`src/rtl/pred_pkg.sv`:
```
package pred_pkg;

  localparam int COND_W   = 4;
  localparam int NUM_COND = 1 << COND_W;
  localparam int NUM_PAIR = NUM_COND / 2;

  // status-word bit positions of the flags
  localparam int POS_N = 31;
  localparam int POS_Z = 30;
  localparam int POS_C = 29;
  localparam int POS_V = 28;
  localparam int POS_Q = 27;

  typedef struct packed {
    logic n;
    logic z;
    logic c;
    logic v;
  } nzcv_t;

  typedef enum logic [COND_W-1:0] {
    SEL_EQ = 4'd0,  SEL_NE = 4'd1,  SEL_CS = 4'd2,  SEL_CC = 4'd3,
    SEL_MI = 4'd4,  SEL_PL = 4'd5,  SEL_VS = 4'd6,  SEL_VC = 4'd7,
    SEL_HI = 4'd8,  SEL_LS = 4'd9,  SEL_GE = 4'd10, SEL_LT = 4'd11,
    SEL_GT = 4'd12, SEL_LE = 4'd13, SEL_AL = 4'd14, SEL_NV = 4'd15
  } cond_sel_e;

  // Base (even-code) predicate of selector pair p; odd code is its inverse.
  function automatic logic pair_base(input int p, input nzcv_t f);
    logic r;
    case (p)
      0:       r = f.z;
      1:       r = f.c;
      2:       r = f.n;
      3:       r = f.v;
      4:       r = f.c & ~f.z;
      5:       r = ~(f.n ^ f.v);
      6:       r = ~f.z & ~(f.n ^ f.v);
      default: r = 1'b1;
    endcase
    return r;
  endfunction

endpackage

```
`src/rtl/pred_cond_eval.sv`:
```
module pred_cond_eval
  import pred_pkg::*;
(
  input  nzcv_t             flags,
  input  logic [COND_W-1:0] sel,
  output logic              pass
);

  logic [NUM_COND-1:0] hit;

  for (genvar p = 0; p < NUM_PAIR; p++) begin : g_pair
    if (p == NUM_PAIR - 1) begin : g_always_never
      assign hit[2*p]   = 1'b1;
      assign hit[2*p+1] = 1'b0;
    end else begin : g_true_false
      logic base;
      assign base       = pair_base(p, flags);
      assign hit[2*p]   = base;
      assign hit[2*p+1] = ~base;
    end
  end

  assign pass = hit[sel];

endmodule

```
`src/rtl/pred_flag_bank.sv`:
```
module pred_flag_bank
  import pred_pkg::*;
(
  input  logic  clk,
  input  logic  rst_n,
  input  logic  ld_en,
  input  nzcv_t ld_val,
  input  logic  upd_en,
  input  nzcv_t upd_val,
  output nzcv_t flags_q
);

  nzcv_t flags_d;
  logic  flags_ce;

  always_comb begin
    flags_ce = ld_en | upd_en;
    flags_d  = flags_q;
    if (ld_en) begin
      flags_d = ld_val;
    end else if (upd_en) begin
      flags_d = upd_val;
    end
  end

  always_ff @(posedge clk or negedge rst_n) begin
    if (!rst_n) begin
      flags_q <= '0;
    end else if (flags_ce) begin
      flags_q <= flags_d;
    end
  end

endmodule

```
`src/rtl/pred_sticky.sv`:
```
module pred_sticky (
  input  logic clk,
  input  logic rst_n,
  input  logic ld_en,
  input  logic ld_val,
  input  logic set_evt,
  output logic q
);

  logic q_d;
  logic q_ce;

  always_comb begin
    q_ce = ld_en | set_evt;
    q_d  = ld_en ? ld_val : 1'b1;
  end

  always_ff @(posedge clk or negedge rst_n) begin
    if (!rst_n) begin
      q <= 1'b0;
    end else if (q_ce) begin
      q <= q_d;
    end
  end

endmodule

```
`src/rtl/pred_unit.sv`:
```
module pred_unit
  import pred_pkg::*;
#(
  parameter int STATUS_W = 32,
  parameter int SYNC_STAGES = 2
) (
  input  logic                clk,
  input  logic                rst_n,
  input  logic                instr_valid,
  input  logic [COND_W-1:0]   cond_sel,
  input  logic                setflags_en,
  input  logic                new_n,
  input  logic                new_z,
  input  logic                new_c,
  input  logic                new_v,
  input  logic                sat_event,
  input  logic                sw_wr_en,
  input  logic [STATUS_W-1:0] sw_wr_data,
  output logic [STATUS_W-1:0] sw_rd_data,
  output logic                exec_o,
  output logic                skip_o
);

  // reset: asserted asynchronously, released after SYNC_STAGES edges
  logic [SYNC_STAGES-1:0] rst_pipe;
  logic                   rst_sync_n;

  always_ff @(posedge clk or negedge rst_n) begin
    if (!rst_n) begin
      rst_pipe <= '0;
    end else begin
      rst_pipe <= {rst_pipe[SYNC_STAGES-2:0], 1'b1};
    end
  end
  assign rst_sync_n = rst_pipe[SYNC_STAGES-1];

  // unpack write port and update request
  nzcv_t wr_flags;
  nzcv_t upd_flags;
  nzcv_t flags_q;
  logic  q_flag;
  logic  wr_bits_unused;

  assign wr_flags  = '{n: sw_wr_data[POS_N], z: sw_wr_data[POS_Z],
                       c: sw_wr_data[POS_C], v: sw_wr_data[POS_V]};
  assign upd_flags = '{n: new_n, z: new_z, c: new_c, v: new_v};
  assign wr_bits_unused = ^sw_wr_data;

  pred_flag_bank i_flags (
    .clk     (clk),
    .rst_n   (rst_sync_n),
    .ld_en   (sw_wr_en),
    .ld_val  (wr_flags),
    .upd_en  (setflags_en),
    .upd_val (upd_flags),
    .flags_q (flags_q)
  );

  pred_sticky i_sticky (
    .clk     (clk),
    .rst_n   (rst_sync_n),
    .ld_en   (sw_wr_en),
    .ld_val  (sw_wr_data[POS_Q]),
    .set_evt (sat_event),
    .q       (q_flag)
  );

  // decision from registered (pre-update) flags
  logic cond_pass;

  pred_cond_eval i_eval (
    .flags (flags_q),
    .sel   (cond_sel),
    .pass  (cond_pass)
  );

  always_comb begin
    exec_o = instr_valid &  cond_pass;
    skip_o = instr_valid & ~cond_pass;
  end

  always_comb begin
    sw_rd_data        = '0;
    sw_rd_data[POS_N] = flags_q.n;
    sw_rd_data[POS_Z] = flags_q.z;
    sw_rd_data[POS_C] = flags_q.c;
    sw_rd_data[POS_V] = flags_q.v;
    sw_rd_data[POS_Q] = q_flag;
  end

endmodule

```
`config.mk`:
```
export PLATFORM = sky130hd
export DESIGN_NAME = pred_unit
export DESIGN_NICKNAME = d
export VERILOG_FILES = /design/src/rtl/pred_pkg.sv /design/src/rtl/pred_cond_eval.sv /design/src/rtl/pred_flag_bank.sv /design/src/rtl/pred_sticky.sv /design/src/rtl/pred_unit.sv
export SDC_FILE = /design/constraint.sdc
export NUM_CORES = 1
export LEC_CHECK = 0
export CAP_MARGIN = 20
export CORE_MARGIN = 3
export CORE_UTILIZATION = 26
export CTS_CLUSTER_DIAMETER = 120
export DETAILED_ROUTE_END_ITERATION = 8
export GPL_TIMING_DRIVEN = 1
export PLACE_DENSITY = 0.9
export SYNTH_ARGS = -nofsm -noshare
export SYNTH_HDL_FRONTEND = slang
export SYNTH_SLANG_ARGS = --single-unit
```
`constraint.sdc`:
```
create_clock -name clk -period 2.4 [get_ports clk]
set_clock_uncertainty 0.05 [all_clocks]
set_input_delay 0.24 -clock clk [delete_from_list [all_inputs] [get_ports clk]]
set_output_delay 0.24 -clock clk [all_outputs]
set_load 0.02 [all_outputs]
```
==> results by group <==
Floorplanning
  – Full die area: 2920 um^2
  – Die Y-Extent: 54.1 um
  – Core area: 2080 um^2
  – Width of the die: 54.1 um
  – Row cnt: 16
  – Starting Density: 0.288
  – Ports: 80

Logic synthesis
  – #FFs+latches synth: 7
  – Fraction of registers with async set/reset: 1.00
  – Synth area leaders: buf_4, dfrtp_1, mux2i_1
  – Top FF cell, synth: dfrtp_1
  – Gate Count Post-Synth: 68
  – EDFF count, synth: 0
  – Count leader, synth: buf_4
  – Synth Area per Inst: 8.83 um^2
  – Largest area contributor in the netlist: buf_4
  – Synthesis warning total: 0
  – Sequential fraction of the synthesis area: 0.292
  – Top cells by count, synth: buf_4, mux2i_1, dfrtp_1, nand2_1, o21ai_0
  – Post-Syn Area: 601 um^2
  – Share of the synthesized area in the top cell type: 0.350
  – Count of cell types in the netlist: 14

Route
  – Drt pass-1 iters: 1
  – Number of remaining DRC errors: 0
  – Avg Vias per Cell: 3.62
  – Antenna violation net count after detailed routing: 0
  – Final wirelength: 1.18 mm
  – Per-cell routed wire length: 9.86 um
  – First-iteration detailed-routing DRC count: 0
  – DR vias: 434

Power and ir drop
  – Combinational power share: 0.368
  – Lkg Pwr: 0.385 nW
  – PwrDens: 487 nW/um^2
  – Clock power frac: 0.271
  – VDD IR max: 0.000294 V
  – Sw power: 0.131 mW
  – Switching portion of total power: 0.343
  – Seq pwr share: 0.361
  – Internal: 0.251 mW

Cells and area
  – N_diodes: 0
  – Layout fillers: 224
  – Footprint of the multi-input gates: 305 um^2
  – Finished Core Util: 0.377
  – Layout cells sized above 1: 0.0645
  – Register Area: 175 um^2
  – Final #Nets: 140
  – Fin cells: 120
  – Layout area overhead: 30.6%

Setup path
  – Crit Path Category: in2out
  – Crit-path max FO: 4
  – Worst Path Arrival: 2.02 ns
  – Setup crit end kind: output pin
  – Critical Path Source Type: primary input
  – Required time of the critical path: 2.11 ns
  – FF-to-FF Start: i_flags.flags_q[3]$_DFFE_PN0P_
  – Critical path startpoint: cond_sel[2]

CTS
  – Worst-Skew Late Latency: 0.24 ns
  – H-Tree Depth: 1
  – Clk sinks: 7
  – TritonCTS buffer count: 3
  – Root Buffer: clkbuf_4
  – CTS tree: built
  – Clock buffer depth: 2
  – Clock slew seen by the registers of the worst setup and hold paths: 0.05 ns

Job
  – Max Cap Viol: 0

STA
  – Post-route clock period utilization: 0.962
  – Setup ws final: 0.0903 ns
  – Final Hold Viols: 0
  – RSZ-0062 raised after global routing: no
  – Slew Viols, Final: 0
  – Fmax: 433 MHz
  – Finish-stage setup viols: 0
  – Final min period: 2.31 ns

Global routing
  – Largest net degree at the start of global routing: 11
  – First-pass GRT wire length: 1.63 mm
  – Grt total ovfl: 0
  – Initial antenna violation count: 0
  – Vias in the first global route: 385
  – Total global-route track usage: 0.0800

Placement
  – GP Congestion: 0.621
  – Setup WS pre-CTS: -0.228 ns
  – Port bufs: 25
  – Placed wire-length estimate: 1.00 mm
  – Dpl cells: 116

Status
  – Status: complete, no violations

Hold path
  – Hold WC Path Type: reg2async
-- cell usage in the layout, fill, tap and decap left out --
cell              n
o21bai_1          1
nand2_1           7
clkbuf_2          1
o21ai_0           5
mux2i_1           8
clkbuf_1          1
dfrtp_1           7
clkbuf_4          3
nor3b_1           1
xor2_1            2
or2b_2            1
nor2_1            2
clkdlybuf4s50_1  23
nor3_1            1
dlygate4sd2_1     1
a311oi_2          1
conb_1           28
-- registers in the layout, summed over array words and instances (netlist names) --
register	count
rst_pipe	2
i_flags.flags_q	4
i_sticky.q	1
-- metal layers --
| layer | track usage | share of wire | vias up |
|---|---|---|---|
| met3 | 0.0554 | 0.25 | 2 |
| met1 | 0.0779 | 0.36 | 175 |
| met4 | 0.0373 | 0.0059 | 0 |
| li1 | - | - | 213 |
| met5 | 0 | 0 | - |
| met2 | 0.129 | 0.39 | 44 |
-- area by class of cell --
class / instances / area share
Tap cell: 27 / 0.0431
Clock buffer: 4 / 0.0335
Multi-Input combinational cell: 57 / 0.389
Sequential cell: 7 / 0.223
Timing Repair Buffer: 25 / 0.311
-- path summary, 6_finish.rpt --
| path | endpoint | slack, ns | cells past startpoint |
|---|---|---|---|
| worst max-delay path | skip_o | 0.09 | 6 |
| worst min-delay path | i_flags.flags_q[1]$_DFFE_PN0P_ | 0.03 | 0 |
| worst max register to register | i_flags.flags_q[3]$_DFFE_PN0P_ | 1.55 | 2 |
| worst min register to register | i_flags.flags_q[1]$_DFFE_PN0P_ | 0.03 | 0 |
| max in group asynchronous | rst_pipe[1]$_DFF_PN0_ | 2.08 | 1 |
| min in group clk | rst_pipe[1]$_DFF_PN0_ | 0.31 | 0 |
-- timing repair --
item	in CTS	in global routing
hold buffers	0	0
hold endpoints to repair	0	0
pin swaps	0	0
gates resized for setup	2	2
setup endpoints to repair	2	1
setup buffers	0	0
-- cell families (layout without fill, tap and decap cells) --
family,after synthesis,count (layout),synth area share
XOR/XNOR,2,2,0.0292
buffers and inverters,30,29,0.363
other,2,28,0.0125
AND/OR/NAND/NOR,12,12,0.0917
AO/OA/AOI/OAI,7,7,0.0792
flip-flops,7,7,0.292
multiplexers,8,8,0.133
-- metrics by stage --
stage          total power, mW  setup TNS (ns)  hold slack, ns  area, um^2
2_1_floorplan            0.257               0          -0.106         698
3_3_place_gp             0.280          -0.314          0.0176         764
3_5_place_dp             0.283          -0.404          0.0379         764
4_1_cts                  0.389               0          0.0426         788
5_1_grt                  0.413               0          0.0602         785
6_report                 0.382               0          0.0294         785
-- power groups by stage --
stage	sequential (mW)	combinational, mW	clock (mW)
6_report	0.138	0.141	0.104
3_5_place_dp	0.140	0.143	0
3_3_place_gp	0.139	0.141	0
2_1_floorplan	0.145	0.112	0
4_1_cts	0.138	0.141	0.110
5_1_grt	0.139	0.153	0.121
-- worst max-delay path: stages --
cell,delay [ns]
clkdlybuf4s50_1,0.57
mux2i_1,0.21
nor3b_1,0.07
a311oi_2,0.35
mux2i_1,0.23
dlygate4sd2_1,0.35
Note: power is estimated with default switching activity, not from simulation.
